$ cat config.mk
export PLATFORM = sky130hd
export DESIGN_NAME = ddr2_mode_regs
export DESIGN_NICKNAME = d
export VERILOG_FILES = /design/src/rtl/ddr2_mode_regs.sv
export SDC_FILE = /design/constraint.sdc
export NUM_CORES = 1
export LEC_CHECK = 0
export ABC_AREA = 1
export BUFFER_PORTS_ARGS = -buffer_cell sky130_fd_sc_hd__buf_4
export CORE_ASPECT_RATIO = 1.1
export CORE_UTILIZATION = 45
export DETAILED_ROUTE_END_ITERATION = 10
export PLACE_DENSITY = 0.76
export SLEW_MARGIN = 25
export SYNTH_ARGS = -nofsm -noshare
export SYNTH_HDL_FRONTEND = slang
export SYNTH_SLANG_ARGS = --single-unit
$ cat constraint.sdc
create_clock -name clk -period 1.3 [get_ports clk]
set_clock_uncertainty 0.05 [all_clocks]
set_input_delay 0.325 -clock clk [delete_from_list [all_inputs] [get_ports clk]]
set_output_delay 0.325 -clock clk [all_outputs]
set_load 0.05 [all_outputs]
$ cat src/rtl/ddr2_mode_regs.sv
`timescale 1ns/1ps
module ddr2_mode_regs #(
  parameter int TMRD = 2,
  parameter int AW   = 13
) (
  input  logic          clk,
  input  logic          rst_n,
  input  logic          cke,
  input  logic          cs_n,
  input  logic          ras_n,
  input  logic          cas_n,
  input  logic          we_n,
  input  logic [2:0]    ba,
  input  logic [AW-1:0] addr,
  input  logic          banks_idle,
  output logic          mr_valid,
  output logic [3:0]    burst_len,
  output logic          burst_interleave,
  output logic [2:0]    cas_lat,
  output logic [3:0]    wr_cycles,
  output logic          test_mode,
  output logic          slow_pd_exit,
  output logic          dll_reset,
  output logic          reserved_code,
  output logic [AW-1:0] emr1_val,
  output logic [AW-1:0] emr2_val,
  output logic [AW-1:0] emr3_val,
  output logic          bank_err,
  output logic          illegal_err,
  output logic          tmrd_viol
);
  localparam int GW = (TMRD > 1) ? $clog2(TMRD) : 1;
  localparam logic [GW-1:0] GAP_LOAD = GW'(TMRD - 1);

  logic [AW-1:0] mr_q;
  logic [GW-1:0] gap;

  wire is_mrs  = !cs_n && !ras_n && !cas_n && !we_n;
  wire cmd_any = !cs_n && !(ras_n && cas_n && we_n);
  wire in_gap  = gap != '0;
  wire accept  = is_mrs && !ba[2] && cke && banks_idle && !in_gap;

  always_ff @(posedge clk or negedge rst_n) begin
    if (!rst_n) begin
      mr_q        <= '0;
      emr1_val    <= '0;
      emr2_val    <= '0;
      emr3_val    <= '0;
      mr_valid    <= 1'b0;
      gap         <= '0;
      dll_reset   <= 1'b0;
      bank_err    <= 1'b0;
      illegal_err <= 1'b0;
      tmrd_viol   <= 1'b0;
    end else begin
      bank_err    <= is_mrs && ba[2];
      illegal_err <= is_mrs && (!cke || !banks_idle);
      tmrd_viol   <= cmd_any && in_gap;
      dll_reset   <= accept && ba[1:0] == 2'd0 && addr[8];
      if (accept) gap <= GAP_LOAD;
      else if (in_gap) gap <= gap - 1'b1;
      if (accept) begin
        case (ba[1:0])
          2'd0: begin mr_q <= addr; mr_valid <= 1'b1; end
          2'd1: emr1_val <= addr;
          2'd2: emr2_val <= addr;
          default: emr3_val <= addr;
        endcase
      end
    end
  end

  wire [2:0] bl_code = mr_q[2:0];
  wire [2:0] cl_code = mr_q[6:4];
  wire [2:0] wr_code = mr_q[11:9];

  assign burst_len        = (bl_code == 3'b010) ? 4'd4 : (bl_code == 3'b011) ? 4'd8 : 4'd0;
  assign burst_interleave = mr_q[3];
  assign cas_lat          = (cl_code >= 3'd3) ? cl_code : 3'd0;
  assign wr_cycles        = (wr_code != 3'd0) ? {1'b0, wr_code} + 4'd1 : 4'd0;
  assign test_mode        = mr_q[7];
  assign slow_pd_exit     = mr_q[12];
  assign reserved_code    = mr_valid && (burst_len == 4'd0 || cas_lat == 3'd0 || wr_cycles == 4'd0);

  p_bank_nostore_r2: assert property (@(posedge clk) disable iff (!rst_n)
    bank_err |-> $stable(mr_q) && $stable(emr1_val) && $stable(emr2_val) && $stable(emr3_val));
  p_illegal_nostore_r3: assert property (@(posedge clk) disable iff (!rst_n)
    illegal_err |-> $stable(mr_q) && $stable(emr1_val) && $stable(emr2_val) && $stable(emr3_val));
  p_gap_nostore_r4: assert property (@(posedge clk) disable iff (!rst_n)
    tmrd_viol |-> $stable(mr_q) && $stable(emr1_val) && $stable(emr2_val) && $stable(emr3_val));
  p_bl_legal_r5: assert property (@(posedge clk) disable iff (!rst_n)
    burst_len == 4'd0 || burst_len == 4'd4 || burst_len == 4'd8);
  p_dll_after_write_r10: assert property (@(posedge clk) disable iff (!rst_n)
    dll_reset |-> mr_valid && $past(!cs_n));
  p_valid_sticky_r11: assert property (@(posedge clk) disable iff (!rst_n)
    mr_valid |=> mr_valid);
  p_rsv_needs_valid_r12: assert property (@(posedge clk) disable iff (!rst_n)
    !mr_valid |-> !reserved_code);
endmodule

After elaboration in Yosys (flattened, before gate mapping)
Index checks and enable logic that the tools add are counted.
{"block": "word_totals", "inputBits": 24, "register_bits": 58, "wordCells": 62, "out_inout_bits": 59}
{"block": "classes", "addsub": 2, "magnitude_cmp": 1, "n_eq_ne": 4, "mux": 6, "reduce_logical": 38, "bitwise": 1}
{"cell": "$logic_and A1 B1 Y1", "n": 16}
{"cell": "$mux W4", "n": 3}
{"cell": "$logic_not A1 Y1", "n": 9}
{"cell": "$logic_not A4 Y1", "n": 2}
{"cell": "$reduce_and A2 Y1", "n": 4}
{"cell": "$eq A3 B2 Y1 const B", "n": 2}
{"cell": "$add A3 B1 Y4 const B", "n": 1}
{"cell": "$ge A3 B2 Y1 const B", "n": 1}
{"cell": "$logic_not A3 Y1", "n": 1}
{"cell": "$logic_or A1 B1 Y1", "n": 3}
{"cell": "$mux W3", "n": 1}
{"cell": "$reduce_bool A3 Y1", "n": 1}
{"cell": "$reduce_or A3 Y1", "n": 1}
{"cell": "$eq A2 B1 Y1 const B", "n": 1}
{"cell": "$eq A2 B2 Y1 const B", "n": 1}
{"cell": "$logic_not A2 Y1", "n": 1}
{"cell": "$mux W1", "n": 2}
{"cell": "$not A1 Y1", "n": 1}
{"cell": "$sub A1 B1 Y1 const B", "n": 1}

Logic depth before layout (Yosys ltp)
Gate-level depths: netlist of the first run.
{"block": "logic_depth", "word_depth": 10, "depth_mapped": 9}

Worst setup path before layout of the first run
Ideal clock, no wire load.
{"block": "synth_timing", "path_kind": "flip-flop to output port", "startpoint": "reg mr_q[9]", "endpoint": "out reserved_code", "t_arrival_ps": 1988, "stages_incl_launch_ff": 8, "required_ps": 925, "setup_slack_ps": -1063, "path_cell_list": "dfrtp_1 -> inv_1 -> ha_1 -> inv_1 -> nand2_1 -> nor2_1 -> nand2_1 -> a21oi_1"}
{"block": "synth_between", "elab_chain_len": 5}
{"element": "start, declared", "line_no": "35", "source": "logic [AW-1:0] mr_q;"}
{"element": "start signal, assigned", "line_no": "45", "source": "mr_q <= '0;"}
{"element": "start signal, assigned", "line_no": "64", "source": "2'd0: begin mr_q <= addr; mr_valid <= 1'b1; end"}
{"element": "$add A3 B1 Y4 / $reduce_bool A3 Y1 (equally long branches)", "line_no": "80", "source": "assign wr_cycles = (wr_code != 3'd0) ? {1'b0, wr_code} + 4'd1 : 4'd0;"}
{"element": "$mux W4 *", "line_no": "80"}
{"element": "via wr_cycles[1]", "line_no": "20", "source": "output logic [3:0] wr_cycles,"}
{"element": "$logic_not A4 Y1 *", "line_no": "83", "source": "assign reserved_code = mr_valid && (burst_len == 4'd0 || cas_lat == 3'd0 || wr_cycles == 4'd0);"}
{"element": "$logic_or A1 B1 Y1 *", "line_no": "83"}
{"element": "$logic_and A1 B1 Y1 *", "line_no": "83"}
{"element": "end, declared", "line_no": "24", "source": "output logic reserved_code,"}
Mark *: on every way through the listed nets, which the timed path passes. The rest lies on a longest branch.

Final worst setup path of the first run
{"block": "layout_timing", "startpoint": "reg mr_q[9]", "endpoint": "out reserved_code"}
{"block": "layout_between", "elab_chain_len": 5}
{"element": "$add A3 B1 Y4 / $reduce_bool A3 Y1 (equally long branches)", "line_no": "80"}
{"element": "$mux W4 *", "line_no": "80"}
{"element": "$logic_not A4 Y1 *", "line_no": "83"}
{"element": "$logic_or A1 B1 Y1 *", "line_no": "83"}
{"element": "$logic_and A1 B1 Y1 *", "line_no": "83"}
Mark *: on every way between the ends. The rest lies on a longest branch, timed or not.

==> results of run 1 <==
-- per-layer routing --
| layer | share of wire [%] | GRT usage (%) | vias up | routed length (microns) |
|---|---|---|---|---|
| met2 | 54 | 49.2 | 132 | 4860 |
| met5 | 0 | 0 | - | 0 |
| met3 | 5.8 | 7.61 | 31 | 518 |
| met4 | 3.1 | 9.61 | 0 | 279 |
| met1 | 37 | 32.4 | 1282 | 3340 |
| li1 | - | - | 1166 | - |
-- final cells by class --
type | instances | area share (%)
Clock buffer | 14 | 3.99
Clock inverter | 2 | 0.218
Inverter | 30 | 2.54
Multi-Input combinational cell | 170 | 26.4
Sequential cell | 57 | 31.2
Tap cell | 72 | 1.97
Timing Repair Buffer | 148 | 33.7
-- registers in the layout, summed over array words and instances (netlist names) --
register	cells
mr_valid	1
tmrd_viol	1
emr2_val	13
illegal_err	1
dll_reset	1
mr_q	12
gap	1
bank_err	1
emr1_val	13
emr3_val	13
-- worst paths after layout --
path                                           end  cells past startpoint                    start  slack (ns)
max                                  reserved_code                      8      mr_q[9]$_DFFE_PN0P_       -0.69
min                             bank_err$_DFF_PN0_                      3                    ba[2]        0.15
max reg2reg                emr3_val[4]$_DFFE_PN0P_                      8            gap$_DFF_PN0_       -0.33
min reg2reg                emr1_val[1]$_DFFE_PN0P_                      2  emr1_val[1]$_DFFE_PN0P_        0.46
max in group asynchronous      mr_q[9]$_DFFE_PN0P_                      3                    rst_n        0.44
min in group asynchronous  emr1_val[4]$_DFFE_PN0P_                      3                    rst_n        0.50
-- placed cells by master (no fill, tap or decap), drive strengths merged --
master / count
ha: 2
nand4: 25
nand3: 6
clkbuf: 15
nor3: 2
a21oi: 3
conb: 2
clkinv: 2
inv: 29
nand3b: 1
dfrtp: 57
dlygate4sd3: 1
nor2: 14
nand2: 89
buf: 146
o21ai: 26
clkinvlp: 1
-- stage by stage --
step	cells	hold WS [ns]
after floorplan	272	-0.0206
after CTS	466	0.160
after global placement	431	0.281
after global routing	493	0.167
final	493	0.153
after detailed placement	431	0.285
-- what timing repair did --
| item | 4_1_cts | 5_1_grt |
|---|---|---|
| hold endpoints to repair | 57 | 0 |
| pin swaps | 10 | 9 |
| hold buffers | 1 | 0 |
| endpoints found under the setup margin | 68 | 106 |
| gates resized for setup | 130 | 74 |
| cloned | 8 | 1 |
| setup buffers | 11 | 29 |
-- power by group through the flow --
stage / combinational (mW) / sequential, mW / clock (mW)
finish: 1.00 / 1.93 / 1.62
CTS: 0.842 / 1.92 / 1.57
detailed placement: 0.736 / 1.93 / 0
global placement: 0.724 / 1.93 / 0
floorplan: 0.210 / 2.15 / 0
global route: 1.05 / 1.93 / 1.70
-- cells by family after synthesis --
kind of cell,share of synthesized area [%]
buffers and inverters,9.11
DFF,58.4
and+or+nand+nor,25.4
adders and majority gates,1.02
other,0.153
AOI/OAI and AO/OA,5.94
-- critical path, delay by kind of cell, from the launching register on --
family,cells,cell delay (ns)
buffers and inverters,3,0.29
adders and majority gates,1,0.21
DFF,1,0.44
and+or+nand+nor,3,0.21
AOI/OAI and AO/OA,1,0.13
==> flow_summary.ini, run 1 <==
[finish]
final_net_count = 442
multi_input_area_sq_mm = 0.00121
num_antenna_cells = 0
syn2layout_area_growth_pct = 87.5
fin_util_pct = 89.8
seq_area_sq_mm = 0.00143
drive_gt1_share_pct = 61.5
fillCellCount = 200
postLayoutCellArea_sq_mm = 0.00458

[clock_network]
clk_pin_slew_worst_paths_ns = 0.07
clk_latency_ns = 0.34
cts_max_path_buffers = 2
cts_sinks = 57
cts_tree = done
clockRootBuffer = clkbuf_8
cts_buffers = 9
h-tree-depth = 3

[yosys]
ys_top_cells_by_area = dfrtp_1, nand2_1, nand4_1, o21ai_0, inv_1
ys_seq_elements = 57
synth_edf_count = 0
synth_cell_types = 22
synthMostInstantiatedCell = nand2_1
synth_top_area_share_pct = 58.4
ys_async_sr_fraction_pct = 100
synth_area_sq_mm = 0.00244
synthCells = 271
yosysSeqAreaShare_pct = 58.4
yosys.area.top_type = dfrtp_1
avgSynthCellArea_sq_um = 9.02
synth_common_cells = nand2_1, dfrtp_1, inv_1, o21ai_0, nand4_1
ys_warn_count = 0
synth_ff_type = dfrtp_1

[global_routing]
grt_overflow_total = 0
grt_pass1_wl_microns = 11800
grt_max_degree = 58
grt_pass1_vias = 2488
antenna_found_initial = 0
grt.total_usage_pct = 27.9

[setup_path]
crit_path_top_delay_cell = dfrtp_2
critPathKind = reg -> out
cp-start-kind = flip-flop
worstPathArrival_ns = 1.62
slowest_delay_ns = 0.44
crit_chain = inv_2, ha_4, inv_2, nand2_1, nor2_1, nand2_1, a21oi_4, buf_6
cp.required_ns = 0.93
worstSetupEndpointType = output port
path_max_fanout = 4

[drt]
drt_wl_total_microns = 9000
via_per_inst = 5.30
first_iter_violations = 248
vias = 2611
antenna_left = 0
drc = 0
firstDrtPassIters = 4
wire_per_inst_microns = 18.3

[sta]
hold_viol_final = 0
rsz0062_at_grt = yes
timing.fmax_mhz = 502
period_share_pct = 153
final.setup.tns_ns = -18.35
setup_viol = 72
slew_violations = 0
fin_ws_ns = -0.692
fin_crit_ns = 1.99

[status]
violations = setup timing
status = finished, violations left

[floorplanning]
start_util_pct = 47.9
die_y_microns = 79.3
fp.dieW_microns = 72.3
pin_count = 83
core_area_sq_mm = 0.00510
dieArea_sq_mm = 0.00573
rows = 27

[placed_design]
placed_area_sq_mm = 0.00334
hpwl_microns = 4060
io_buffers = 80
pre_cts_slack_ns = -0.411
gp_congestion = 0.763

[power]
p_leak_nw = 2.36
power_per_cell_area_mw_per_mm2 = 993
swShare_pct = 30.7
vdd_ir_drop_max_v = 0.000943
p_clk_share_pct = 35.7
finalPower_mw = 4.55
intPower_mw = 3.15
p_switching_mw = 1.40
pwr-share-seq_pct = 42.3
p_comb_share_pct = 22.0

[run]
maxCapViolations = 0

[hold_path]
hold_path.class = in -> reg
No activity file was read; power rests on OpenSTA's default activity.
==> run 2, diff against run 1 <==
==> constraint.sdc (replaced) <==
create_clock -name clk -period 1.3 [get_ports clk]
set_clock_uncertainty 0.05 [all_clocks]
set_input_delay 0.065 -clock clk [delete_from_list [all_inputs] [get_ports clk]]
set_output_delay 0.065 -clock clk [all_outputs]
set_load 0.05 [all_outputs]
==> run 2 against run 1 <==
  * The run ends with hold timing, setup timing left
  * Count of clock-buffer cells in the layout down 4
  * Sequential power about the same
  * Sequential share of layout area up 1.7 points
  * Critical path type unchanged
==> flow_summary.ini, run 2 (synthesis gave the netlist of run 1 again) <==
[global_routing]
grt_max_degree = 33
antenna_found_initial = 0
grt_pass1_wl_microns = 11400
grt.total_usage_pct = 26.9
grt_pass1_vias = 2354
grt_overflow_total = 0

[sta]
hold_viol_final = 1
timing.fmax_mhz = 599
slew_violations = 0
rsz0062_at_grt = yes
setup_viol = 60
fin_crit_ns = 1.67
fin_hold_ws_ns = -0.00173
period_share_pct = 128
fin_ws_ns = -0.369

[finish]
mostFrequentLayoutCells = buf_4, dfrtp_1, nand2_1
final_net_count = 426
num_antenna_cells = 0
fin_util_pct = 85.0
drive_gt1_share_pct = 53.6
final_common_cell = buf_4
final_cells = 477
syn2layout_area_growth_pct = 77.5
top_regs = emr1_val: 13 flops, emr2_val: 13 flops, emr3_val: 13 flops
fillCellCount = 257

[drt]
firstDrtPassIters = 4
antenna_left = 0
wire_per_inst_microns = 15.8
drt_wl_total_microns = 7540
first_iter_violations = 91
via_per_inst = 5.16
drc = 0
vias = 2462

[placed_design]
pre_cts_slack_ns = -0.130
gp_congestion = 0.824
io_buffers = 80
hpwl_microns = 3950
dp_cells = 423

[floorplanning]
rows = 27
fp.dieW_microns = 72.3
dieArea_sq_mm = 0.00573
start_util_pct = 47.9
die_y_microns = 79.3
pin_count = 83
core_area_sq_mm = 0.00510

[setup_path]
path_max_fanout = 4
cp.required_ns = 1.19
crit_chain = inv_2, ha_4, inv_2, nand2_1, nor2_1, nand2_1, a21oi_4, buf_6
cp-start-kind = flip-flop
slowest_delay_ns = 0.42
critPathKind = reg -> out
crit_path_top_delay_cell = dfrtp_1
regToRegEndpoint = mr_q[3]$_DFFE_PN0P_
worstPathArrival_ns = 1.55
worstSetupEndpointType = output port
r2r_slack_ns = -0.16
worstReg2RegStart = gap$_DFF_PN0_
reg2reg_depth = 8

[clock_network]
h-tree-depth = 3
clk_latency_ns = 0.33
clockRootBuffer = clkbuf_8
cts_tree = done
cts_buffers = 9
clk_pin_slew_worst_paths_ns = 0.07
cts_sinks = 57
cts_max_path_buffers = 2

[power]
vdd_ir_drop_max_v = 0.000727
power_per_cell_area_mw_per_mm2 = 1110
finalPower_mw = 4.82
p_leak_nw = 2.25

[hold_path]
hold_depth = 4
hold_path_end = tmrd_viol$_DFF_PN0_
hold_path.class = in -> reg
worstHoldStart = ras_n

[run]
maxCapViolations = 0

[status]
status = finished, violations left
violations = hold timing, setup timing
-- run 2: cell count changes in the layout (fill, tap and decap cells not counted), sizes merged --
| cell | before | now |
|---|---|---|
| dlygate4sd3 | 1 | 18 |
| clkinvlp | 1 | 0 |
| bufinv | 0 | 3 |
| clkbuf | 15 | 11 |
| clkinv | 2 | 3 |
| buf | 146 | 113 |
| inv | 29 | 30 |
-- run 2: worst max path at each step --
stage	from	endpoint	slack, ns	cells past startpoint
2_1_floorplan	mr_q[9]$_DFFE_PN0P_	reserved_code	-0.27	6
3_3_place_gp	mr_q[9]$_DFFE_PN0P_	reserved_code	-0.12	8
3_5_place_dp	mr_q[9]$_DFFE_PN0P_	reserved_code	-0.13	8
4_1_cts	mr_q[9]$_DFFE_PN0P_	reserved_code	-0.39	8
5_1_grt	mr_q[9]$_DFFE_PN0P_	reserved_code	-0.47	8
6_report	mr_q[9]$_DFFE_PN0P_	reserved_code	-0.37	8
-- run 2: worst max-delay path: cells and delay by family (launching register included) --
kind / cells / cell delay, ns
and+or+nand+nor: 3 / 0.20
DFF: 1 / 0.42
adders and majority gates: 1 / 0.20
AOI/OAI and AO/OA: 1 / 0.12
buffers and inverters: 3 / 0.28
-- run 2: stage by stage --
stage,TNS [ns],cell area [sq um]
3_3_place_gp,-1.17,3230
4_1_cts,-8.15,4050
3_5_place_dp,-1.95,3230
6_report,-6.24,4340
5_1_grt,-10.71,4340
2_1_floorplan,-0.269,2480
-- run 2: area by class of cell --
cell class                 count  area (sq um)  area share (%)
multi-input combinational    170          1200            27.7
sequential                    57          1430            32.9
inverter                      30           113            2.60
timing repair buffer         132          1260            29.2
clock buffer                  10           138            3.17
clock inverter                 6           105            2.42
tap                           72          90.1            2.08
-- run 2: per-layer routing --
layer | global-route usage, % | part of all wire (%)
met1 | 33.2 | 38
met2 | 45.2 | 53
met3 | 4.95 | 5.9
met4 | 12.9 | 2.8
met5 | 0 | 0
-- run 2: power breakdown --
part	total (mW)	switching, mW	internal [mW]
combinational	0.868	0.541	0.327
sequential	1.93	0.0769	1.85
clock	2.02	0.708	1.31
-- run 2: what timing repair did --
| action | 4_1_cts | 5_1_grt |
|---|---|---|
| gates cloned | 7 | 1 |
| pin swaps | 13 | 8 |
| gates resized for setup | 84 | 61 |
| setup endpoints to repair | 56 | 62 |
| hold buffers | 19 | 1 |
| buffers inserted | 6 | 6 |
| endpoints found under the hold margin | 112 | 1 |
==> run 3, diff against run 2 <==
SETUP_SLACK_MARGIN = 0.3   (was not set)
==> run 3 against run 2 <==
  * The flow still finishes with violations (hold timing, setup timing)
  * Register-to-register slack worse by 0.09 ns
  * Design area is 7.8% higher
  * Combinational power is 20% higher
  * First-iteration DRC count is 120% higher
  * Sequential share of layout area is 2.4 points lower
  * Via count is 10% higher
  * Power is 6.7% lower
  * Wire length is 26% higher
  * Sequential cell count stayed put
  * Cell count is 7.1% higher
  * Die area stayed put
  * Count of clock-buffer cells in the layout is 3 higher
  * Critical endpoint unchanged
==> flow_summary.ini, run 3 (synthesis gave the netlist of run 1 again) <==
[power]
p_clk_share_pct = 34.2
pwr-share-seq_pct = 42.7
vdd_ir_drop_max_v = 0.000826
p_switching_mw = 1.44
p_leak_nw = 2.36
intPower_mw = 3.06
p_comb_share_pct = 23.0
power_per_cell_area_mw_per_mm2 = 962
swShare_pct = 32.0
finalPower_mw = 4.50

[drt]
antenna_left = 0
firstDrtPassIters = 4
first_iter_violations = 196
via_per_inst = 5.31
vias = 2712
wire_per_inst_microns = 18.6
drt_wl_total_microns = 9520
drc = 0

[finish]
fillCellCount = 180
postLayoutCellArea_sq_mm = 0.00468
final_common_cell = buf_4
syn2layout_area_growth_pct = 91.4
drive_gt1_share_pct = 55.4
fin_util_pct = 91.7
multi_input_area_sq_mm = 0.00122
final_net_count = 460
mostFrequentLayoutCells = buf_4, buf_6, dfrtp_1
top_regs = emr1_val: 13 flops, emr2_val: 13 flops, emr3_val: 13 flops
seq_area_sq_mm = 0.00143
num_antenna_cells = 0

[global_routing]
grt_overflow_total = 0
grt_pass1_vias = 2650
antenna_found_initial = 0
grt.total_usage_pct = 32.1
grt_max_degree = 34
grt_pass1_wl_microns = 13500

[setup_path]
worstSetupEndpointType = output port
critPathKind = reg -> out
cp-start-kind = flip-flop
worstReg2RegStart = gap$_DFF_PN0_
path_max_fanout = 4
reg2reg_depth = 9
critPathLaunch = mr_q[10]$_DFFE_PN0P_
cp.required_ns = 1.19
crit_path_end = reserved_code
worstPathArrival_ns = 1.66
regToRegEndpoint = emr1_val[10]$_DFFE_PN0P_
r2r_slack_ns = -0.25

[sta]
fin_crit_ns = 1.77
setup_viol = 61
max_slew.worst_pin.slew_ns = 1.03
fin_hold_ws_ns = -0.0163
slew_headroom_pct = 31.2
fin_ws_ns = -0.474
hold_viol_final = 2
slew_violations = 0
period_share_pct = 136
timing.fmax_mhz = 564
rsz0062_at_grt = yes

[status]
status = finished, violations left
violations = hold timing, setup timing

[floorplanning]
fp.dieW_microns = 72.3
start_util_pct = 47.9
dieArea_sq_mm = 0.00573
die_y_microns = 79.3
core_area_sq_mm = 0.00510
pin_count = 83
rows = 27

[clock_network]
h-tree-depth = 3
clk_pin_slew_worst_paths_ns = 0.07
clk_latency_ns = 0.36
clockRootBuffer = clkbuf_8
cts_max_path_buffers = 2
cts_sinks = 57
cts_tree = done
cts_buffers = 9

[placed_design]
io_buffers = 80
placed_area_sq_mm = 0.00320
hpwl_microns = 3980
gp_congestion = 0.810

[hold_path]
hold_depth = 4
hold_path.class = in -> reg

[run]
maxCapViolations = 0
## run 3: worst min path at each step
| stage | from | end | slack (ns) |
|---|---|---|---|
| after floorplan | rst_n | bank_err$_DFF_PN0_ | -0.28 |
| after global placement | rst_n | emr2_val[2]$_DFFE_PN0P_ | -0.02 |
| after detailed placement | rst_n | emr1_val[1]$_DFFE_PN0P_ | -0.01 |
| after CTS | ras_n | bank_err$_DFF_PN0_ | -0.02 |
| after global routing | cs_n | bank_err$_DFF_PN0_ | -0.02 |
| final | cs_n | bank_err$_DFF_PN0_ | -0.02 |
## run 3: layout make-up
type / instances / area share (%)
repair buffers: 161 / 35.2
clock inverters: 3 / 0.321
well taps: 72 / 1.93
clock buffers: 13 / 3.40
flip-flops and latches: 57 / 30.5
inverters: 30 / 2.49
multi-input cells: 175 / 26.2
## run 3: stage by stage
stage | setup slack, ns | setup TNS (ns) | instances
after floorplan | -0.163 | -0.762 | 272
after global placement | -0.102 | -0.212 | 419
after detailed placement | -0.110 | -1.25 | 419
after CTS | -0.392 | -9.38 | 483
after global routing | -0.557 | -14.85 | 511
final | -0.474 | -11.02 | 511
## run 3: critical path: stages, from the launching register on
cell and delay (ns):
dfrtp_1 0.42, inv_2 0.09, ha_4 0.20, inv_2 0.05, nand2_2 0.05, nor2_4 0.11, nand2_2 0.08, a21oi_4 0.15
buf_6 0.17
## run 3: power by group through the flow
stage / registers [mW] / logic, mW / clock network [mW]
after floorplan: 2.15 / 0.219 / 0
after global routing: 1.93 / 1.08 / 1.60
final: 1.92 / 1.04 / 1.54
after global placement: 1.93 / 0.703 / 0
after detailed placement: 1.93 / 0.715 / 0
after CTS: 1.91 / 0.886 / 1.46
## run 3: per-layer routing
layer	vias up	global-route usage [%]	routed length (microns)
li1	1209	-	-
met5	-	0	0
met1	1323	36.0	3410
met4	0	15.3	375
met3	46	5.58	518
met2	134	58.2	5220
## run 3: timing repair
action,4_1_cts,5_1_grt
setup endpoints to repair,107,111
hold buffers,17,1
pin swaps,20,15
hold endpoints to repair,79,1
cloned,10,0
setup buffers,21,28
gates resized for setup,93,58
